**config.mk**
```make
export PLATFORM = sky130hd
export DESIGN_NAME = rtc_ctrl_flags
export DESIGN_NICKNAME = d
export VERILOG_FILES = /design/src/rtl/rtc_cf_pkg.sv /design/src/rtl/rtc_cf_evflags.sv /design/src/rtl/rtc_cf_oscmon.sv /design/src/rtl/rtc_cf_hold.sv /design/src/rtl/rtc_cf_pin.sv /design/src/rtl/rtc_ctrl_flags.sv
export SDC_FILE = /design/constraint.sdc
export NUM_CORES = 1
export LEC_CHECK = 0
export BUFFER_PORTS_ARGS = -buffer_cell sky130_fd_sc_hd__buf_2
export CAP_MARGIN = 20
export CORE_MARGIN = 2
export CORE_UTILIZATION = 52
export DETAILED_ROUTE_END_ITERATION = 8
export GPL_ROUTABILITY_DRIVEN = 0
export PLACE_DENSITY_LB_ADDON = 0.08
export SYNTH_ARGS = -nofsm -noshare
export SYNTH_HDL_FRONTEND = slang
export SYNTH_SLANG_ARGS = --single-unit
```
**constraint.sdc**
```tcl
create_clock -name clk -period 9.04 [get_ports clk]
set_clock_uncertainty 0.1 [all_clocks]
set_input_delay 1.808 -clock clk [delete_from_list [all_inputs] [get_ports clk]]
set_output_delay 1.808 -clock clk [all_outputs]
set_load 0.02 [all_outputs]
```
**src/rtl/rtc_cf_pkg.sv**
```systemverilog
package rtc_cf_pkg;
  localparam int FLAG_WDF  = 7;
  localparam int FLAG_AF   = 6;
  localparam int FLAG_PF   = 5;
  localparam int FLAG_OSCF = 4;
  localparam int CTL_CAL   = 2;
  localparam int CTL_W     = 1;
  localparam int CTL_R     = 0;
  localparam int NEVT      = 3;

  typedef logic [7:0] byte_t;

  function automatic logic bcd_byte_ok(input byte_t v);
    return (v[7:4] <= 4'd9) && (v[3:0] <= 4'd9);
  endfunction
endpackage

```
**src/rtl/rtc_cf_evflags.sv**
```systemverilog
module rtc_cf_evflags #(
  parameter int N = 3
) (
  input  logic         clk,
  input  logic         rst_n,
  input  logic [N-1:0] evt,
  input  logic         rd_clr,
  output logic [N-1:0] flag
);
  for (genvar g = 0; g < N; g++) begin : g_flag
    logic q, d, en;
    always_comb begin
      en = evt[g] | rd_clr;
      d  = evt[g];
    end
    always_ff @(posedge clk or negedge rst_n) begin
      if (!rst_n)  q <= 1'b0;
      else if (en) q <= d;
    end
    assign flag[g] = q;
  end
endmodule

```
**src/rtl/rtc_cf_oscmon.sv**
```systemverilog
module rtc_cf_oscmon #(
  parameter int STARTUP_CYC = 500000
) (
  input  logic clk,
  input  logic rst_n,
  input  logic osc_en,
  input  logic osc_run,
  input  logic sw_clr,
  output logic oscf
);
  localparam int CW = $clog2(STARTUP_CYC + 1);
  localparam logic [CW-1:0] LAST = CW'(STARTUP_CYC - 1);

  logic [CW-1:0] cnt_q, cnt_d;
  logic          done_q, oscf_q, oscf_d;
  logic          win_end, cnt_en;

  always_comb begin
    win_end = !done_q && (cnt_q == LAST);
    cnt_en  = !done_q && !win_end;
    cnt_d   = cnt_q + 1'b1;
    if (win_end && osc_en && !osc_run) oscf_d = 1'b1;
    else if (sw_clr)                   oscf_d = 1'b0;
    else                               oscf_d = oscf_q;
  end

  always_ff @(posedge clk or negedge rst_n) begin
    if (!rst_n) begin
      cnt_q  <= '0;
      done_q <= 1'b0;
      oscf_q <= 1'b0;
    end else begin
      if (cnt_en)  cnt_q  <= cnt_d;
      if (win_end) done_q <= 1'b1;
      oscf_q <= oscf_d;
    end
  end

  assign oscf = oscf_q;
endmodule

```
**src/rtl/rtc_cf_hold.sv**
```systemverilog
module rtc_cf_hold
  import rtc_cf_pkg::*;
#(
  parameter int NTIME = 8,
  parameter int AW    = 4
) (
  input  logic               clk,
  input  logic               rst_n,
  input  logic               freeze,
  input  logic               wen,
  input  logic               bus_wr,
  input  logic [AW-1:0]      addr,
  input  byte_t              wdata,
  input  logic               commit,
  input  logic [NTIME*8-1:0] cnt_time,
  output logic [NTIME*8-1:0] hold_flat,
  output logic               load
);
  logic [NTIME-1:0] wr_hit;
  logic             tchg_q, tchg_d, load_d;

  for (genvar g = 0; g < NTIME; g++) begin : g_byte
    logic  ok, en;
    byte_t q, d;
    if (g == NTIME - 1) begin : g_century
      assign ok = bcd_byte_ok(wdata);
    end else begin : g_plain
      assign ok = 1'b1;
    end
    always_comb begin
      wr_hit[g] = bus_wr && wen && ok && (addr == AW'(g + 1));
      en        = !freeze || wr_hit[g];
      d         = freeze ? wdata : cnt_time[g*8 +: 8];
    end
    always_ff @(posedge clk or negedge rst_n) begin
      if (!rst_n)  q <= '0;
      else if (en) q <= d;
    end
    assign hold_flat[g*8 +: 8] = q;
  end

  always_comb begin
    load_d = commit && tchg_q;
    if (|wr_hit)     tchg_d = 1'b1;
    else if (commit) tchg_d = 1'b0;
    else             tchg_d = tchg_q;
  end

  always_ff @(posedge clk or negedge rst_n) begin
    if (!rst_n) begin
      tchg_q <= 1'b0;
      load   <= 1'b0;
    end else begin
      tchg_q <= tchg_d;
      load   <= load_d;
    end
  end
endmodule

```
**src/rtl/rtc_cf_pin.sv**
```systemverilog
module rtc_cf_pin (
  input  logic clk,
  input  logic rst_n,
  input  logic tick,
  input  logic cal,
  input  logic irq,
  output logic pin
);
  logic sq_q, sq_d;

  always_comb sq_d = ~sq_q;

  always_ff @(posedge clk or negedge rst_n) begin
    if (!rst_n)    sq_q <= 1'b0;
    else if (tick) sq_q <= sq_d;
  end

  assign pin = cal ? sq_q : irq;
endmodule

```
**src/rtl/rtc_ctrl_flags.sv**
```systemverilog
module rtc_ctrl_flags
  import rtc_cf_pkg::*;
#(
  parameter  int NTIME       = 8,
  parameter  int STARTUP_CYC = 500000,
  localparam int AW          = $clog2(NTIME + 1)
) (
  input  logic               clk,
  input  logic               rst_n,
  input  logic [AW-1:0]      bus_addr,
  input  logic               bus_wr,
  input  logic               bus_rd,
  input  logic [7:0]         bus_wdata,
  output logic [7:0]         bus_rdata,
  input  logic               wdt_evt_i,
  input  logic               alarm_evt_i,
  input  logic               pfail_evt_i,
  input  logic               osc_en_i,
  input  logic               osc_run_i,
  input  logic               tick_i,
  input  logic               irq_i,
  input  logic [NTIME*8-1:0] cnt_time_i,
  output logic               load_o,
  output logic [NTIME*8-1:0] load_time_o,
  output logic               int_o
);
  logic [1:0]      rs_q;
  logic            rst_s_n;
  logic            sel_flags, wr_flags, rd_flags;
  logic            cal_q, w_q, r_q;
  logic            commit, osc_clr, oscf;
  logic [NEVT-1:0] evt_in, evt_flag;
  logic [NTIME*8-1:0] hold_flat;
  byte_t           flags_byte;

  always_ff @(posedge clk or negedge rst_n) begin
    if (!rst_n) rs_q <= 2'b00;
    else        rs_q <= {rs_q[0], 1'b1};
  end
  assign rst_s_n = rs_q[1];

  always_comb begin
    sel_flags = (bus_addr == '0);
    wr_flags  = bus_wr && sel_flags;
    rd_flags  = bus_rd && sel_flags;
    commit    = wr_flags && w_q && !bus_wdata[CTL_W];
    osc_clr   = wr_flags && w_q && !bus_wdata[FLAG_OSCF];
    evt_in    = {wdt_evt_i, alarm_evt_i, pfail_evt_i};
  end

  always_ff @(posedge clk or negedge rst_s_n) begin
    if (!rst_s_n) begin
      cal_q <= 1'b0;
      w_q   <= 1'b0;
      r_q   <= 1'b0;
    end else if (wr_flags) begin
      cal_q <= bus_wdata[CTL_CAL];
      w_q   <= bus_wdata[CTL_W];
      r_q   <= bus_wdata[CTL_R];
    end
  end

  rtc_cf_evflags #(.N(NEVT)) u_evflags (
    .clk(clk), .rst_n(rst_s_n), .evt(evt_in), .rd_clr(rd_flags), .flag(evt_flag)
  );

  rtc_cf_oscmon #(.STARTUP_CYC(STARTUP_CYC)) u_oscmon (
    .clk(clk), .rst_n(rst_s_n), .osc_en(osc_en_i), .osc_run(osc_run_i),
    .sw_clr(osc_clr), .oscf(oscf)
  );

  rtc_cf_hold #(.NTIME(NTIME), .AW(AW)) u_hold (
    .clk(clk), .rst_n(rst_s_n), .freeze(w_q || r_q), .wen(w_q), .bus_wr(bus_wr),
    .addr(bus_addr), .wdata(bus_wdata), .commit(commit), .cnt_time(cnt_time_i),
    .hold_flat(hold_flat), .load(load_o)
  );

  rtc_cf_pin u_pin (
    .clk(clk), .rst_n(rst_s_n), .tick(tick_i), .cal(cal_q), .irq(irq_i), .pin(int_o)
  );

  always_comb begin
    flags_byte            = '0;
    flags_byte[FLAG_WDF]  = evt_flag[2];
    flags_byte[FLAG_AF]   = evt_flag[1];
    flags_byte[FLAG_PF]   = evt_flag[0];
    flags_byte[FLAG_OSCF] = oscf;
    flags_byte[CTL_CAL]   = cal_q;
    flags_byte[CTL_W]     = w_q;
    flags_byte[CTL_R]     = r_q;
  end

  always_comb begin
    bus_rdata = '0;
    if (sel_flags) bus_rdata = flags_byte;
    for (int i = 0; i < NTIME; i++) begin
      if (bus_addr == AW'(i + 1)) bus_rdata = hold_flat[i*8 +: 8];
    end
  end

  assign load_time_o = hold_flat;
endmodule

```
# Yosys cells after proc, flatten, opt, wreduce, memory -nomap -nowiden
# Index checks and enable logic that the tools add are counted.
[word_totals]
reg_bits = 96
wordCells = 99
inputBits = 87
out_inout_bits = 74
[classes]
bitwise_logic = 4
n_eq_ne = 9
n_lt_le_gt_ge = 2
mux = 22
addsub = 1
n_reduce_logical = 40
[ops]
columns = ["op", "n"]
rows = [
  ["$mux W8", 17],
  ["$logic_and A1 B1 Y1", 21],
  ["$add A19 B1 Y19 const B", 1],
  ["$eq A19 B19 Y1 const B", 1],
  ["$eq A4 B3 Y1 const B", 4],
  ["$logic_or A1 B1 Y1", 9],
  ["$eq A4 B2 Y1 const B", 2],
  ["$le A4 B4 Y1 const B", 2],
  ["$reduce_or A8 Y1", 1],
  ["$logic_not A1 Y1", 6],
  ["$mux W1", 5],
  ["$eq A4 B1 Y1 const B", 1],
  ["$eq A4 B4 Y1 const B", 1],
  ["$logic_not A4 Y1", 1],
  ["$reduce_bool A2 Y1", 2],
  ["$or A1 B1 Y1", 3],
  ["$not A1 Y1", 1],
]

# Depth between registers and ports, before layout
[logic_depth]
word_depth = 10
depth_mapped = 8
ltp_nobuf = 6

# By module
# Synthesis repeated with hierarchy kept, for this count alone.
[hier_totals]
cells_unflattened = 536
hier_area_um2 = 5378.9
[by_module_without_submodules]
columns = ["module", "instances", "cells_each", "seq_area_each_um2", "area_each_um2"]
rows = [
  ["rtc_cf_hold", 1, 312, 1651.6, 3206.8],
  ["rtc_cf_oscmon", 1, 87, 525.5, 1017.2],
  ["rtc_ctrl_flags", 1, 124, 125.1, 982.2],
  ["rtc_cf_evflags", 1, 10, 75.1, 123.9],
  ["rtc_cf_pin", 1, 3, 25.0, 48.8],
]

# Worst setup path before layout
# No wires, ideal clock.
[synth_path]
path_type = "input port to output port"
from = "in bus_addr[0]"
to = "out bus_rdata[6]"
required_ns = 7.132
path_slack_ns = 3.808
path_buffers = 2
t_arrival_ns = 3.324
path_stages = 6
cell_sequence = "buf_6 buf_2 nor3b_1 a31oi_1 o32a_1 o41ai_1"
[synth_via]
elab_chain_cells = 10
word_cells_on_any_way = 18
cone_classes = "eq/ne (8); mux (9); reduce/logical (1)"
[synth_rtl]
columns = ["element", "line_no", "source"]
rows = [
  ["start: declaration", "rtc_ctrl_flags.sv:10", "input logic [AW-1:0] bus_addr,"],
  ["$logic_not A4 Y1", "rtc_ctrl_flags.sv:43", "sel_flags = (bus_addr == '0);"],
  ["$mux W8", "rtc_ctrl_flags.sv:95", "if (sel_flags) bus_rdata = flags_byte;"],
  ["$mux W8 (7 in a row)", "rtc_ctrl_flags.sv:97", "if (bus_addr == AW'(i + 1)) bus_rdata = hold_flat[i*8 +: 8];"],
  ["$mux W8 (*)", "rtc_ctrl_flags.sv:97", ""],
  ["end: declaration", "rtc_ctrl_flags.sv:14", "output logic [7:0] bus_rdata,"],
]
# Mark *: on every way between the ends. The rest lies on a longest branch, timed or not.

# Worst setup path after layout
[layout_path]
from = "in bus_addr[2]"
to = "out bus_rdata[1]"
# Same word-level chain as after synthesis.

==> impl_metrics.json <==
{
  "min_period_ns": 5.63,
  "critPathMaxFanout": 15,
  "drtPass1Iterations": 5,
  "routed_via_density": 5.61,
  "whs_ns": 0.161,
  "cts.htree.levels": 3,
  "ys_seq_area_frac": 0.476,
  "hold_violations": 0,
  "fin_area_mm2": 0.00607,
  "grt_pass1_vias": 4182,
  "rsz0062_at_grt": "false",
  "wl_um": 14300,
  "ctsHoldBuffers": 0,
  "synth_cells": 509,
  "post_cts_buffers": 0,
  "reg2regPathDepth": 5,
  "start_util": 0.541,
  "async_flop_share": 1.00,
  "finalSetupViolations": 0,
  "yosys_warnings": 0,
  "cts_buffers": 9,
  "peakVddDrop_uv": 138,
  "grt_usage": 0.279,
  "place_hpwl_um": 10600,
  "yosysTopAreaCellShare": 0.476,
  "clkPwrFrac": 0.175,
  "n_fill_cell": 816,
  "synth-edff-count": 0,
  "p_seq_frac": 0.433,
  "comb_power_share": 0.392,
  "grt_max_degree": 78,
  "rr_startpoint": "w_q",
  "insertion_delay_ns": 0.36,
  "setup_ws_ns": 3.41,
  "core_mm2": 0.00933,
  "dieWidth_um": 103,
  "post-route-period-util": 0.623,
  "crit_chain": "buf_2, nor2b_1, and3_1, nor2_1, o21ai_0, o21ai_0, buf_2",
  "grt_pass1_wl_um": 22200,
  "antenna_found_initial": 0,
  "critPathKind": "primary input to output pin",
  "drc": 0,
  "cts_root_buf": "clkbuf_8",
  "max_freq_mhz": 177,
  "nNetsFinal": 740,
  "antenna_cells": 0,
  "crit_path_start_kind": "primary input",
  "cts.sinks": 96,
  "slowest_delay_ns": 0.73,
  "die-height_um": 103,
  "status": "completed",
  "dp_slack_ns": 3.44,
  "layout_commonest_cell": "buf_2",
  "cts_tree": "done",
  "placed_area_mm2": 0.00588,
  "reg2reg_slack_ns": 6.46,
  "place.port_buffers": 160,
  "reg2reg_to": "u_hold.g_byte[2].q[3]",
  "p_int_mw": 0.911,
  "total_power_mw": 1.59,
  "power.density_mw_per_mm2": 262,
  "gr-total-overflow": 0,
  "antenna_left": 0,
  "layout-drive-gt1-share": 0.320,
  "ioPinCount": 161,
  "leakage_nw": 2.90,
  "yosysTopAreaCell": "dfrtp_1",
  "finalSetupTns_ns": 0,
  "ys_ff_latch": 96,
  "end_kind": "output pin",
  "cp_slowest_cell": "nor2b_1",
  "die-area_mm2": 0.0105,
  "postSynthNetCount": 597,
  "worstPathArrival_ns": 3.73,
  "post_cts_resized": 0,
  "worst_slew_pin_slew_ns": 0.854,
  "ys_top_cells_by_area": "dfrtp_1 (48%), mux2i_1 (8.1%), o21ai_0 (6.1%)",
  "netSwitchingPower_mw": 0.678,
  "hold_path.class": "register to asynchronous set/reset pin",
  "synthesis.area_mm2": 0.00505,
  "max_slew_margin": 0.429,
  "cts.reportedPaths.clkPinSlew_ns": 0.09,
  "synth_cell_types": 55,
  "switching_share": 0.427,
  "avgSynthCellArea_um2": 9.91,
  "synthFlopType": "dfrtp_1",
  "slew_violations": 0,
  "cap_violations": 0,
  "dr.first_iter.drc_count": 236,
  "final_cell_mix": "buf_2 (160), dfrtp_1 (95), nand2_1 (63), o21ai_0 (61), mux2i_1 (41)",
  "crit_required_ns": 7.13,
  "vias": 4407,
  "clk_path_buf_depth": 2,
  "avgRoutedWirePerCell_um": 18.2,
  "placementRows": 35,
  "syn_to_final_growth_pct": 20.2
}
[critical path: cells and delay by family]
kind | cells | cell delay (ns)
compound gates | 2 | 0.21
simple gates | 3 | 1.28
buf+inv | 2 | 0.41
[synth_stat cells (all sizes together), types with 9 or more instances]
library cell	n
xor2	9
clkbuf	11
nand2	65
nand3	13
mux2i	41
o21ai	72
buf	19
a22oi	9
dfrtp	96
a21oi	42
nor2	31
nor2b	12
[layer usage]
| layer | GRT usage | share of wire |
|---|---|---|
| met3 | 0.0488 | 0.073 |
| met1 | 0.397 | 0.44 |
| met4 | 0.102 | 0.022 |
| met2 | 0.433 | 0.47 |
| met5 | 0 | 0 |
[how the worst max path moves through the flow]
| stage | start | to | slack [ns] | cells past startpoint |
|---|---|---|---|---|
| after global placement | bus_addr[2] | bus_rdata[1] | 3.50 | 7 |
| after floorplan | bus_addr[0] | bus_rdata[6] | 3.81 | 6 |
| after global routing | bus_addr[2] | bus_rdata[1] | 3.24 | 7 |
| after detailed placement | bus_addr[2] | bus_rdata[2] | 3.44 | 7 |
| final | bus_addr[2] | bus_rdata[1] | 3.41 | 7 |
| after CTS | bus_addr[2] | bus_rdata[2] | 3.44 | 7 |
[state kept, by name, summed over array words and instances (netlist names)]
signal / cells
u_hold.g_byte.q: 64
u_oscmon.cnt_q: 19
u_evflags.g_flag.q: 3
rs_q: 2
cal_q: 1
r_q: 1
u_hold.load: 1
u_hold.tchg_q: 1
u_oscmon.done_q: 1
u_oscmon.oscf: 1
u_pin.sq_q: 1
w_q: 1
[logic make-up (layout without fill, tap and decap cells)]
logic type,count (synthesis),count (layout),share of synthesized area
compound gates,145,145,0.163
fa+ha+maj,1,1,0.00248
buf+inv,38,185,0.0362
flops,96,96,0.476
xor+xnor,17,17,0.0295
simple gates,156,156,0.166
other cells,1,1,0.000743
mux,55,55,0.126
[through the flow]
stage,util,instances
after CTS,0.650,785
after global placement,0.630,770
final,0.650,785
after global routing,0.650,785
after floorplan,-,509
after detailed placement,0.630,770
[power groups by stage]
stage / logic (mW) / clock network (mW) / registers [mW]
global placement: 0.612 / 0 / 0.691
finish: 0.623 / 0.278 / 0.688
floorplan: 0.261 / 0 / 0.801
global route: 0.682 / 0.300 / 0.702
detailed placement: 0.624 / 0 / 0.692
CTS: 0.626 / 0.284 / 0.683
[cell type report]
| class | instances | area, um^2 | share of cell area |
|---|---|---|---|
| well taps | 129 | 161 | 0.0266 |
| clock buffers | 12 | 145 | 0.0239 |
| clock inverters | 3 | 42.5 | 0.00701 |
| repair buffers | 162 | 816 | 0.134 |
| inverters | 8 | 30.0 | 0.00495 |
| multi-input cells | 375 | 2470 | 0.406 |
| flip-flops and latches | 96 | 2410 | 0.397 |
Power figures use the tool's default switching activity.
